$ cat src/rtl/spi_reg_slave_pkg.sv
package spi_reg_slave_pkg;
    localparam int DEF_ADDR_W  = 6;
    localparam int DEF_DATA_W  = 16;
    localparam int DEF_SYNC    = 2;
    localparam int BURST_BITS  = 8;
endpackage

$ cat src/rtl/spi_reg_sync.sv
module spi_reg_sync #(
    parameter int           W      = 3,
    parameter int           STAGES = 2,
    parameter logic [W-1:0] RST_V  = '0
) (
    input  logic         clk,
    input  logic         rst_n,
    input  logic [W-1:0] async_i,
    output logic [W-1:0] sync_o
);
    logic [W-1:0] chain_q [STAGES];
    logic [W-1:0] chain_d [STAGES];

    always_comb begin
        chain_d[0] = async_i;
        for (int s = 1; s < STAGES; s++) chain_d[s] = chain_q[s-1];
    end

    generate
        for (genvar g = 0; g < STAGES; g++) begin : g_stage
            always_ff @(posedge clk or negedge rst_n) begin
                if (!rst_n) chain_q[g] <= RST_V;
                else        chain_q[g] <= chain_d[g];
            end
        end
    endgenerate

    assign sync_o = chain_q[STAGES-1];
endmodule

$ cat src/rtl/spi_reg_frame.sv
module spi_reg_frame
    import spi_reg_slave_pkg::*;
#(
    parameter int ADDR_W = DEF_ADDR_W,
    parameter int DATA_W = DEF_DATA_W
) (
    input  logic              clk,
    input  logic              rst_n,
    input  logic              en_i,
    input  logic              cs_s,
    input  logic              sck_s,
    input  logic              mosi_s,
    output logic [ADDR_W-1:0] fetch_addr,
    input  logic [DATA_W-1:0] fetch_data,
    output logic              stb_o,
    output logic [ADDR_W-1:0] stb_addr_o,
    output logic [DATA_W-1:0] stb_data_o,
    output logic              miso_o,
    output logic              sck_fall_o,
    output logic [2:0]        bit_cnt_o
);
    localparam int BYTES = DATA_W / BURST_BITS;
    localparam int BI_W  = (BYTES > 1) ? $clog2(BYTES) : 1;
    localparam logic [BI_W-1:0]   LAST_B = BI_W'(BYTES - 1);
    localparam logic [ADDR_W-1:0] ONE_A  = ADDR_W'(1);

    typedef struct packed {
        logic              cs_prev;
        logic              sck_prev;
        logic              armed;
        logic [2:0]        bit_cnt;
        logic              addr_done;
        logic [BI_W-1:0]   byte_idx;
        logic              is_rd;
        logic [ADDR_W-1:0] addr;
        logic [7:0]        rx;
        logic [DATA_W-1:0] word;
        logic [DATA_W-1:0] tx;
        logic              miso;
        logic              stb;
        logic [ADDR_W-1:0] stb_addr;
        logic [DATA_W-1:0] stb_data;
    } st_t;

    st_t st_q, st_d;
    logic [7:0] rx_next;
    logic [DATA_W+7:0] word_ext;
    logic sck_rise, sck_fall, cs_fell;

    assign rx_next  = {st_q.rx[6:0], mosi_s};
    assign word_ext = {st_q.word, rx_next};
    assign sck_rise = sck_s & ~st_q.sck_prev;
    assign sck_fall = ~sck_s & st_q.sck_prev;
    assign cs_fell  = st_q.cs_prev & ~cs_s;
    assign fetch_addr = st_q.addr_done ? (st_q.addr + ONE_A) : rx_next[ADDR_W-1:0];

    always_comb begin
        st_d = st_q;
        st_d.stb = 1'b0;
        if (!en_i || cs_s) begin
            st_d = '0;
        end else if (!st_q.armed) begin
            // only a fresh select edge arms the engine
            st_d.armed = cs_fell;
        end else begin
            if (sck_rise) begin
                st_d.rx      = rx_next;
                st_d.bit_cnt = st_q.bit_cnt + 3'd1;
                if (st_q.bit_cnt == 3'd7) begin
                    if (!st_q.addr_done) begin
                        st_d.addr_done = 1'b1;
                        st_d.is_rd     = rx_next[7];
                        st_d.addr      = rx_next[ADDR_W-1:0];
                        st_d.byte_idx  = '0;
                        st_d.word      = '0;
                        st_d.tx        = rx_next[7] ? fetch_data : '0;
                    end else begin
                        st_d.word = word_ext[DATA_W-1:0];
                        if (st_q.byte_idx == LAST_B) begin
                            st_d.byte_idx = '0;
                            st_d.addr     = st_q.addr + ONE_A;
                            st_d.tx       = st_q.is_rd ? fetch_data : '0;
                            if (!st_q.is_rd) begin
                                st_d.stb      = 1'b1;
                                st_d.stb_addr = st_q.addr;
                                st_d.stb_data = word_ext[DATA_W-1:0];
                            end
                        end else begin
                            st_d.byte_idx = st_q.byte_idx + 1'b1;
                        end
                    end
                end
            end
            if (sck_fall) begin
                st_d.miso = st_q.tx[DATA_W-1];
                st_d.tx   = {st_q.tx[DATA_W-2:0], 1'b0};
            end
        end
        st_d.cs_prev  = cs_s;
        st_d.sck_prev = sck_s;
    end

    always_ff @(posedge clk or negedge rst_n) begin
        if (!rst_n) begin
            st_q         <= '0;
            st_q.cs_prev <= 1'b1;
        end else begin
            st_q <= st_d;
        end
    end

    assign stb_o      = st_q.stb;
    assign stb_addr_o = st_q.stb_addr;
    assign stb_data_o = st_q.stb_data;
    assign miso_o     = st_q.miso;
    assign sck_fall_o = sck_fall;
    assign bit_cnt_o  = st_q.bit_cnt;
endmodule

$ cat src/rtl/spi_reg_file.sv
module spi_reg_file #(
    parameter int ADDR_W = 6,
    parameter int DATA_W = 16
) (
    input  logic              clk,
    input  logic              rst_n,
    input  logic              we_i,
    input  logic [ADDR_W-1:0] waddr_i,
    input  logic [DATA_W-1:0] wdata_i,
    input  logic [ADDR_W-1:0] ra_addr_i,
    output logic [DATA_W-1:0] ra_data_o,
    input  logic [ADDR_W-1:0] rb_addr_i,
    output logic [DATA_W-1:0] rb_data_o
);
    localparam int DEPTH = 1 << ADDR_W;
    logic [DATA_W-1:0] mem_q [DEPTH];

    always_ff @(posedge clk or negedge rst_n) begin
        if (!rst_n) begin
            for (int i = 0; i < DEPTH; i++) mem_q[i] <= '0;
        end else if (we_i) begin
            mem_q[waddr_i] <= wdata_i;
        end
    end

    assign ra_data_o = mem_q[ra_addr_i];
    assign rb_data_o = mem_q[rb_addr_i];
endmodule

$ cat src/rtl/spi_reg_slave.sv
module spi_reg_slave
    import spi_reg_slave_pkg::*;
#(
    parameter int ADDR_W = DEF_ADDR_W,
    parameter int DATA_W = DEF_DATA_W,
    parameter int SYNC_N = DEF_SYNC
) (
    input  logic              clk,
    input  logic              rst_n,
    input  logic              en_i,
    input  logic              spi_sck_i,
    input  logic              spi_cs_n_i,
    input  logic              spi_mosi_i,
    output logic              spi_miso_o,
    output logic              spi_miso_oe_o,
    output logic              wr_stb_o,
    output logic [ADDR_W-1:0] wr_addr_o,
    output logic [DATA_W-1:0] wr_data_o,
    input  logic [ADDR_W-1:0] core_raddr_i,
    output logic [DATA_W-1:0] core_rdata_o
);
    logic [2:0]        pins_s;
    logic              sck_s, cs_s, mosi_s;
    logic [ADDR_W-1:0] fetch_addr;
    logic [DATA_W-1:0] fetch_data;
    logic              miso_bit, sck_fall;
    logic [2:0]        bit_cnt;

    spi_reg_sync #(.W(3), .STAGES(SYNC_N), .RST_V(3'b010)) u_sync (
        .clk(clk), .rst_n(rst_n),
        .async_i({spi_sck_i, spi_cs_n_i, spi_mosi_i}),
        .sync_o(pins_s)
    );
    assign {sck_s, cs_s, mosi_s} = pins_s;

    spi_reg_frame #(.ADDR_W(ADDR_W), .DATA_W(DATA_W)) u_frame (
        .clk(clk), .rst_n(rst_n), .en_i(en_i),
        .cs_s(cs_s), .sck_s(sck_s), .mosi_s(mosi_s),
        .fetch_addr(fetch_addr), .fetch_data(fetch_data),
        .stb_o(wr_stb_o), .stb_addr_o(wr_addr_o), .stb_data_o(wr_data_o),
        .miso_o(miso_bit), .sck_fall_o(sck_fall), .bit_cnt_o(bit_cnt)
    );

    spi_reg_file #(.ADDR_W(ADDR_W), .DATA_W(DATA_W)) u_regs (
        .clk(clk), .rst_n(rst_n),
        .we_i(wr_stb_o), .waddr_i(wr_addr_o), .wdata_i(wr_data_o),
        .ra_addr_i(fetch_addr), .ra_data_o(fetch_data),
        .rb_addr_i(core_raddr_i), .rb_data_o(core_rdata_o)
    );

    assign spi_miso_o    = miso_bit;
    assign spi_miso_oe_o = en_i & ~spi_cs_n_i;
endmodule

$ cat config.mk
export PLATFORM = sky130hd
export DESIGN_NAME = spi_reg_slave
export DESIGN_NICKNAME = d
export VERILOG_FILES = /design/src/rtl/spi_reg_slave_pkg.sv /design/src/rtl/spi_reg_sync.sv /design/src/rtl/spi_reg_frame.sv /design/src/rtl/spi_reg_file.sv /design/src/rtl/spi_reg_slave.sv
export SDC_FILE = /design/constraint.sdc
export NUM_CORES = 2
export LEC_CHECK = 0
export BUFFER_PORTS_ARGS = -buffer_cell sky130_fd_sc_hd__clkbuf_2
export CAP_MARGIN = 20
export CORE_ASPECT_RATIO = 0.8
export CORE_MARGIN = 2
export CORE_UTILIZATION = 26
export DETAILED_ROUTE_END_ITERATION = 6
export GPL_ROUTABILITY_DRIVEN = 0
export PLACE_DENSITY = 0.37
export SYNTH_ARGS = -nofsm -noshare
export SYNTH_HDL_FRONTEND = slang
export SYNTH_SLANG_ARGS = --single-unit
export TNS_END_PERCENT = 30
$ cat constraint.sdc
create_clock -name clk -period 3.25 [get_ports clk]
set_clock_uncertainty 0.1 [all_clocks]
set_input_delay 0.325 -clock clk [delete_from_list [all_inputs] [get_ports clk]]
set_output_delay 0.325 -clock clk [all_outputs]
set_load 0.02 [all_outputs]
After elaboration in Yosys (flattened, before gate mapping)
Index checks and enable logic that the tools add are counted.
{"block": "word_totals", "regBits": 1100, "inputBits": 12, "output_inout_bits": 41, "elab_cells": 153}
{"block": "op_classes", "add_sub_neg": 3, "order_cmp": 4, "eq_ne": 5, "mux": 31, "bitwise": 11, "reduce_logical": 18}
{"cell": "$bwmux 1024", "count": 1}
{"cell": "$bmux 16 s6", "count": 2}
{"cell": "$mux 16", "count": 8}
{"cell": "$mux 23", "count": 5}
{"cell": "$demux 16 s6", "count": 1}
{"cell": "$mux 77", "count": 1}
{"cell": "$mux 76", "count": 1}
{"cell": "$mux 32", "count": 2}
{"cell": "$mux 52", "count": 1}
{"cell": "$ge 7x7->1 const B", "count": 3}
{"cell": "$not 6->7", "count": 3}
{"cell": "$mux 6", "count": 3}
{"cell": "$mux 17", "count": 1}
{"cell": "$reduce_and 4->1", "count": 3}
{"cell": "$reduce_bool 2->1", "count": 6}
{"cell": "$mux 9", "count": 1}
{"cell": "$lt 7x1->1 const B", "count": 1}
{"cell": "$add 6x1->6 const B", "count": 1}
{"cell": "$reduce_and 6->1", "count": 1}
{"cell": "$reduce_bool 3->1", "count": 2}
{"cell": "$and 1x1->1", "count": 4}
{"cell": "$mux 1", "count": 4}
{"cell": "$ne 2x2->1 const B", "count": 2}
{"cell": "$ne 4x4->1 const B", "count": 1}
{"cell": "10 further kinds", "count": 14}

Logic depth before layout (Yosys ltp)
{"block": "depth", "ltp_word": 14, "ltp_mapped": 13, "ltp_nobuf": 9}

Hierarchy
Synthesis repeated with hierarchy kept, for this count alone.
{"block": "unflattened", "hier_cells": 3982, "hier_area_um2": 58142.0}
{"mod": "spi_reg_file", "n_inst": 1, "cells_each": 3608, "area_each_um2": 54602.4, "seq_area_each_um2": 25624.6}
{"mod": "spi_reg_frame", "n_inst": 1, "cells_each": 367, "area_each_um2": 3373.2, "seq_area_each_um2": 1752.9}
{"mod": "spi_reg_sync", "n_inst": 1, "cells_each": 6, "area_each_um2": 152.6, "seq_area_each_um2": 152.6}
{"mod": "spi_reg_slave", "n_inst": 1, "cells_each": 1, "area_each_um2": 13.8, "seq_area_each_um2": 0.0}

Least setup slack after synthesis
OpenSTA, ideal clock, no wires.
{"block": "synth_timing", "path_type": "in2out", "startpoint": "input port core_raddr_i[0]", "endpoint": "output port core_rdata_o[10]", "t_arrival_ns": 2.521, "t_required_ns": 2.825, "setup_slack_ns": 0.304, "path_stages": 5, "n_path_buf": 2, "path_cell_list": "buf_2 -> clkbuf_1 -> mux4_2 -> mux4_2 -> mux4_2"}
{"block": "synth_between", "elab_chain_len": 4}
{"element": "from (decl)", "line": "spi_reg_slave.sv:19", "source": "input logic [ADDR_W-1:0] core_raddr_i,"}
{"element": "$not 6->7 (not written as such)", "line": "spi_reg_file.sv:27", "source": "assign rb_data_o = mem_q[rb_addr_i];"}
{"element": "$bmux 16 s6", "line": "spi_reg_file.sv:27"}
{"element": "$mux 16 (not written as such) (2 in a row)", "line": "spi_reg_file.sv:27"}
{"element": "to (decl)", "line": "spi_reg_slave.sv:20", "source": "output logic [DATA_W-1:0] core_rdata_o"}
Every way passes these cells. The select of a mux whose other input is x is not followed.

Worst setup path after layout
{"block": "layout_timing", "startpoint": "register u_regs.mem_q[263] (netlist bit)", "endpoint": "output port core_rdata_o[7]"}
{"block": "layout_between", "elab_chain_len": 3}
{"element": "from (decl)", "line": "spi_reg_file.sv:16", "source": "logic [DATA_W-1:0] mem_q [DEPTH];"}
{"element": "from (signal, indexed assignment)", "line": "spi_reg_file.sv:22", "source": "mem_q[waddr_i] <= wdata_i;"}
{"element": "$bmux 16 s6", "line": "spi_reg_file.sv:27"}
{"element": "$mux 16 (not written as such) (2 in a row)", "line": "spi_reg_file.sv:27"}
Every way passes these cells. The select of a mux whose other input is x is not followed.

==> metrics.md <==
| Metric | Value |
|---|---|
| Crit path time final | `3.50 ns` |
| Crit Path Class | `register to output port` |
| Total global-route track usage | `20.2%` |
| Worst skew pair latency | `0.79 ns` |
| # clock sinks | `1100` |
| Core Box Area | `226000 µm²` |
| Layout area overhead | `18.1%` |
| Worst setup margin | `-0.254 ns` |
| Crit end category | `output port` |
| Leak | `0.0308 µW` |
| Vias in the first global route | `40594` |
| Setup crit start kind | `register` |
| Asr flop ratio synth | `100%` |
| Number of port buffers | `52` |
| Max cap viols | `0` |
| Critical Path AT | `3.08 ns` |
| Reg clk slew, reported paths | `0.05 ns` |
| Share of cells above drive strength 1 | `50.0%` |
| Initial drt markers | `3080` |
| Max Slew Vio Count | `0` |
| Initial antenna violation count | `16` |
| DRC viols | `0` |
| DR vias/cell | `5.33` |
| CTS Root Cell | `clkbuf_16` |
| FF+latch count, synth | `1100` |
| GR met3 Demand/Resource | `3.11%` |
| Violated checks | `negative setup slack` |
| RSZ-0062 raised after global routing | `yes` |
| Status | `finished with violations` |
| Met2 GRT Util | `29.6%` |
| Data required, critical path | `2.82 ns` |
| Most frequent cells in the layout | `dfrtp_1, mux2_2, mux4_2` |
| Grt total ovfl | `0` |
| Die Wd | `538 µm` |
| Cells after synthesis | `4271` |
| Post-synth cell types | `75` |
| Most used routing layer | `met1` |
| # rows | `156` |
| Pwr dens | `445 nW/µm²` |
| Layout fillers | `22364` |
| Design Power | `31100 µW` |
| CTS max path bufs | `3` |
| # IOs | `53` |
| First-pass GRT wire length | `335 mm` |
| Fin nets | `4404` |
| Maximum number of pins on one net before global-route repair | `129` |
| Most common cell after layout, fill and taps aside | `dfrtp_1` |
| Routed len/inst | `31.2 µm` |
| Die area | `232000 µm²` |
| Max H-tree Level | `4` |
| Setup violators final | `16` |
| Maximum VDD drop | `528 µV` |
| Fmax achieved | `0.285 GHz` |
| Worst hold path class | `input pin to register` |
| Detailed Routing Iterations Pass 1 | `7` |
| Starting Density | `26.2%` |
| Period utilization | `108%` |
| Post-Syn Area | `59200 µm²` |
| YS warnings | `0` |
| Worst slew pin tran | `1.14 ns` |
| Setup TNS | `-3.15 ns` |
| Synthesized Nets | `4286` |
| Number of CTS-inserted buffers | `136` |
| Most used DFF post-synth | `dfrtp_1` |
| Detail Placement HPWL | `155 mm` |
| Post-synth EDFFs | `0` |
| Die height | `431 µm` |
| Vias | `39964` |
| Seq/Total Area, Yosys | `46.5%` |
| Routed wire length | `234 mm` |
| CTS tree | `yes` |
| Avg Cell Area, Syn | `13.9 µm²` |
| Antenna viol nets, final | `0` |
| Met1 GRT Util | `31.4%` |
| Slew headroom | `23.7%` |
| Crit path max fanout | `3` |
| Hold Fails Final Rpt | `0` |
==> per-layer routing <==
metal  up-vias  part of all wire, %
met1     22047                   50
met4         0                  1.6
met2      1116                   43
li1      16603                    -
met3       198                  4.9
met5         -                    0
==> metrics by stage <==
step | std cells | setup slack [ns] | cell area (µm²) | hold WS (ns) | util (%)
floorplan | 4271 | 0.304 | 59200 | -0.0706 | -
global placement | 7238 | 0.0119 | 65100 | 0.143 | 28.8
detailed placement | 7238 | -0.00518 | 65100 | 0.144 | 28.8
CTS | 7489 | -0.323 | 69900 | 0.0208 | 30.9
global route | 7493 | -0.328 | 69900 | 0.0546 | 30.9
finish | 7497 | -0.254 | 69900 | 0.0739 | 30.9
==> timing repair <==
action                                 4_1_cts  5_1_grt
setup endpoints to repair                   16       16
hold buffers                                 6        0
setup buffers                                5        4
cloned                                       0        0
gates resized for setup                      6       11
endpoints found under the hold margin      665        0
==> power breakdown <==
group          switching [µW]  internal (µW)  leakage [µW]
clock network            6420           9640       0.00230
logic                     891            456        0.0132
registers                5.58          13700        0.0153
==> state kept, by name, indices dropped and copies added (netlist names) <==
register	flops
u_frame.bit_cnt_o	3
u_frame.miso_o	1
u_frame.rx_next	7
u_frame.st_q	36
u_frame.stb_addr_o	6
u_frame.stb_data_o	16
u_frame.stb_o	1
u_regs.mem_q	1024
u_sync.chain_d	3
u_sync.sync_o	3
==> worst max-delay path: stages, from the launching register on <==
cell and delay, ns:
dfrtp_1 0.40, mux4_2 0.48, mux4_2 0.62, mux4_2 0.62, buf_8 0.18
==> cells in the mapped netlist (7+ instances only) <==
cell / number / area (µm²)
dfrtp_1: 1097 / 27500
mux2_2: 1037 / 11700
mux4_2: 441 / 9930
nand2_1: 345 / 1290
clkbuf_1: 253 / 950
nand3_1: 125 / 626
buf_2: 101 / 505
and3_1: 97 / 607
a211oi_1: 90 / 676
mux2i_1: 90 / 901
nor2_1: 77 / 289
buf_4: 44 / 330
a31oi_1: 40 / 250
o21ai_0: 34 / 170
nand4_1: 32 / 200
buf_1: 31 / 116
a21oi_1: 27 / 135
a22o_1: 24 / 210
a32o_1: 19 / 190
buf_6: 19 / 214
a221oi_1: 17 / 149
a311oi_1: 16 / 140
o211ai_1: 16 / 120
a221o_1: 15 / 150
o2111ai_1: 14 / 123
o31ai_1: 14 / 105
nor3_1: 12 / 60.1
a32oi_1: 10 / 87.6
nand2b_1: 10 / 62.6
mux4_1: 9 / 236
a211oi_2: 8 / 100
nor4b_2: 8 / 120
o221ai_1: 8 / 70.1
buf_8: 7 / 105
==> path summary, 6_finish.rpt <==
path                       cells past startpoint                end            startpoint  slack (ns)
setup / recovery                               4    core_rdata_o[7]     u_regs.mem_q[263]       -0.25
hold / removal                                 2  u_sync.chain_d[2]             spi_sck_i        0.07
setup reg to reg                               9   u_frame.st_q[24]  u_frame.bit_cnt_o[0]        0.09
hold reg to reg                                0   u_sync.sync_o[1]     u_sync.chain_d[1]        0.25
max in group asynchronous                      3  u_regs.mem_q[907]                 rst_n        1.98
min in group asynchronous                      3  u_regs.mem_q[739]                 rst_n        0.14
==> layout make-up <==
type / instances / area, µm² / share of cell area (%)
antenna: 4 / 10.0 / 0.0143
sequential: 1100 / 27600 / 39.4
clock buffer: 196 / 4070 / 5.82
inverter: 1 / 3.75 / 0.00537
timing repair buffer: 441 / 4440 / 6.35
multi-input combinational: 2709 / 29500 / 42.2
clock inverter: 44 / 581 / 0.830
tap: 3002 / 3760 / 5.37
==> logic make-up after synthesis <==
kind of cell             synth area share [%]
AO/OA/AOI/OAI                            4.90
XOR/XNOR                               0.0719
adder cells (fa/ha/maj)                0.0634
buffers and inverters                    3.91
flip-flops                               46.5
multiplexers                             38.5
AND/OR/NAND/NOR                          6.03
Power figures use the tool's default switching activity.
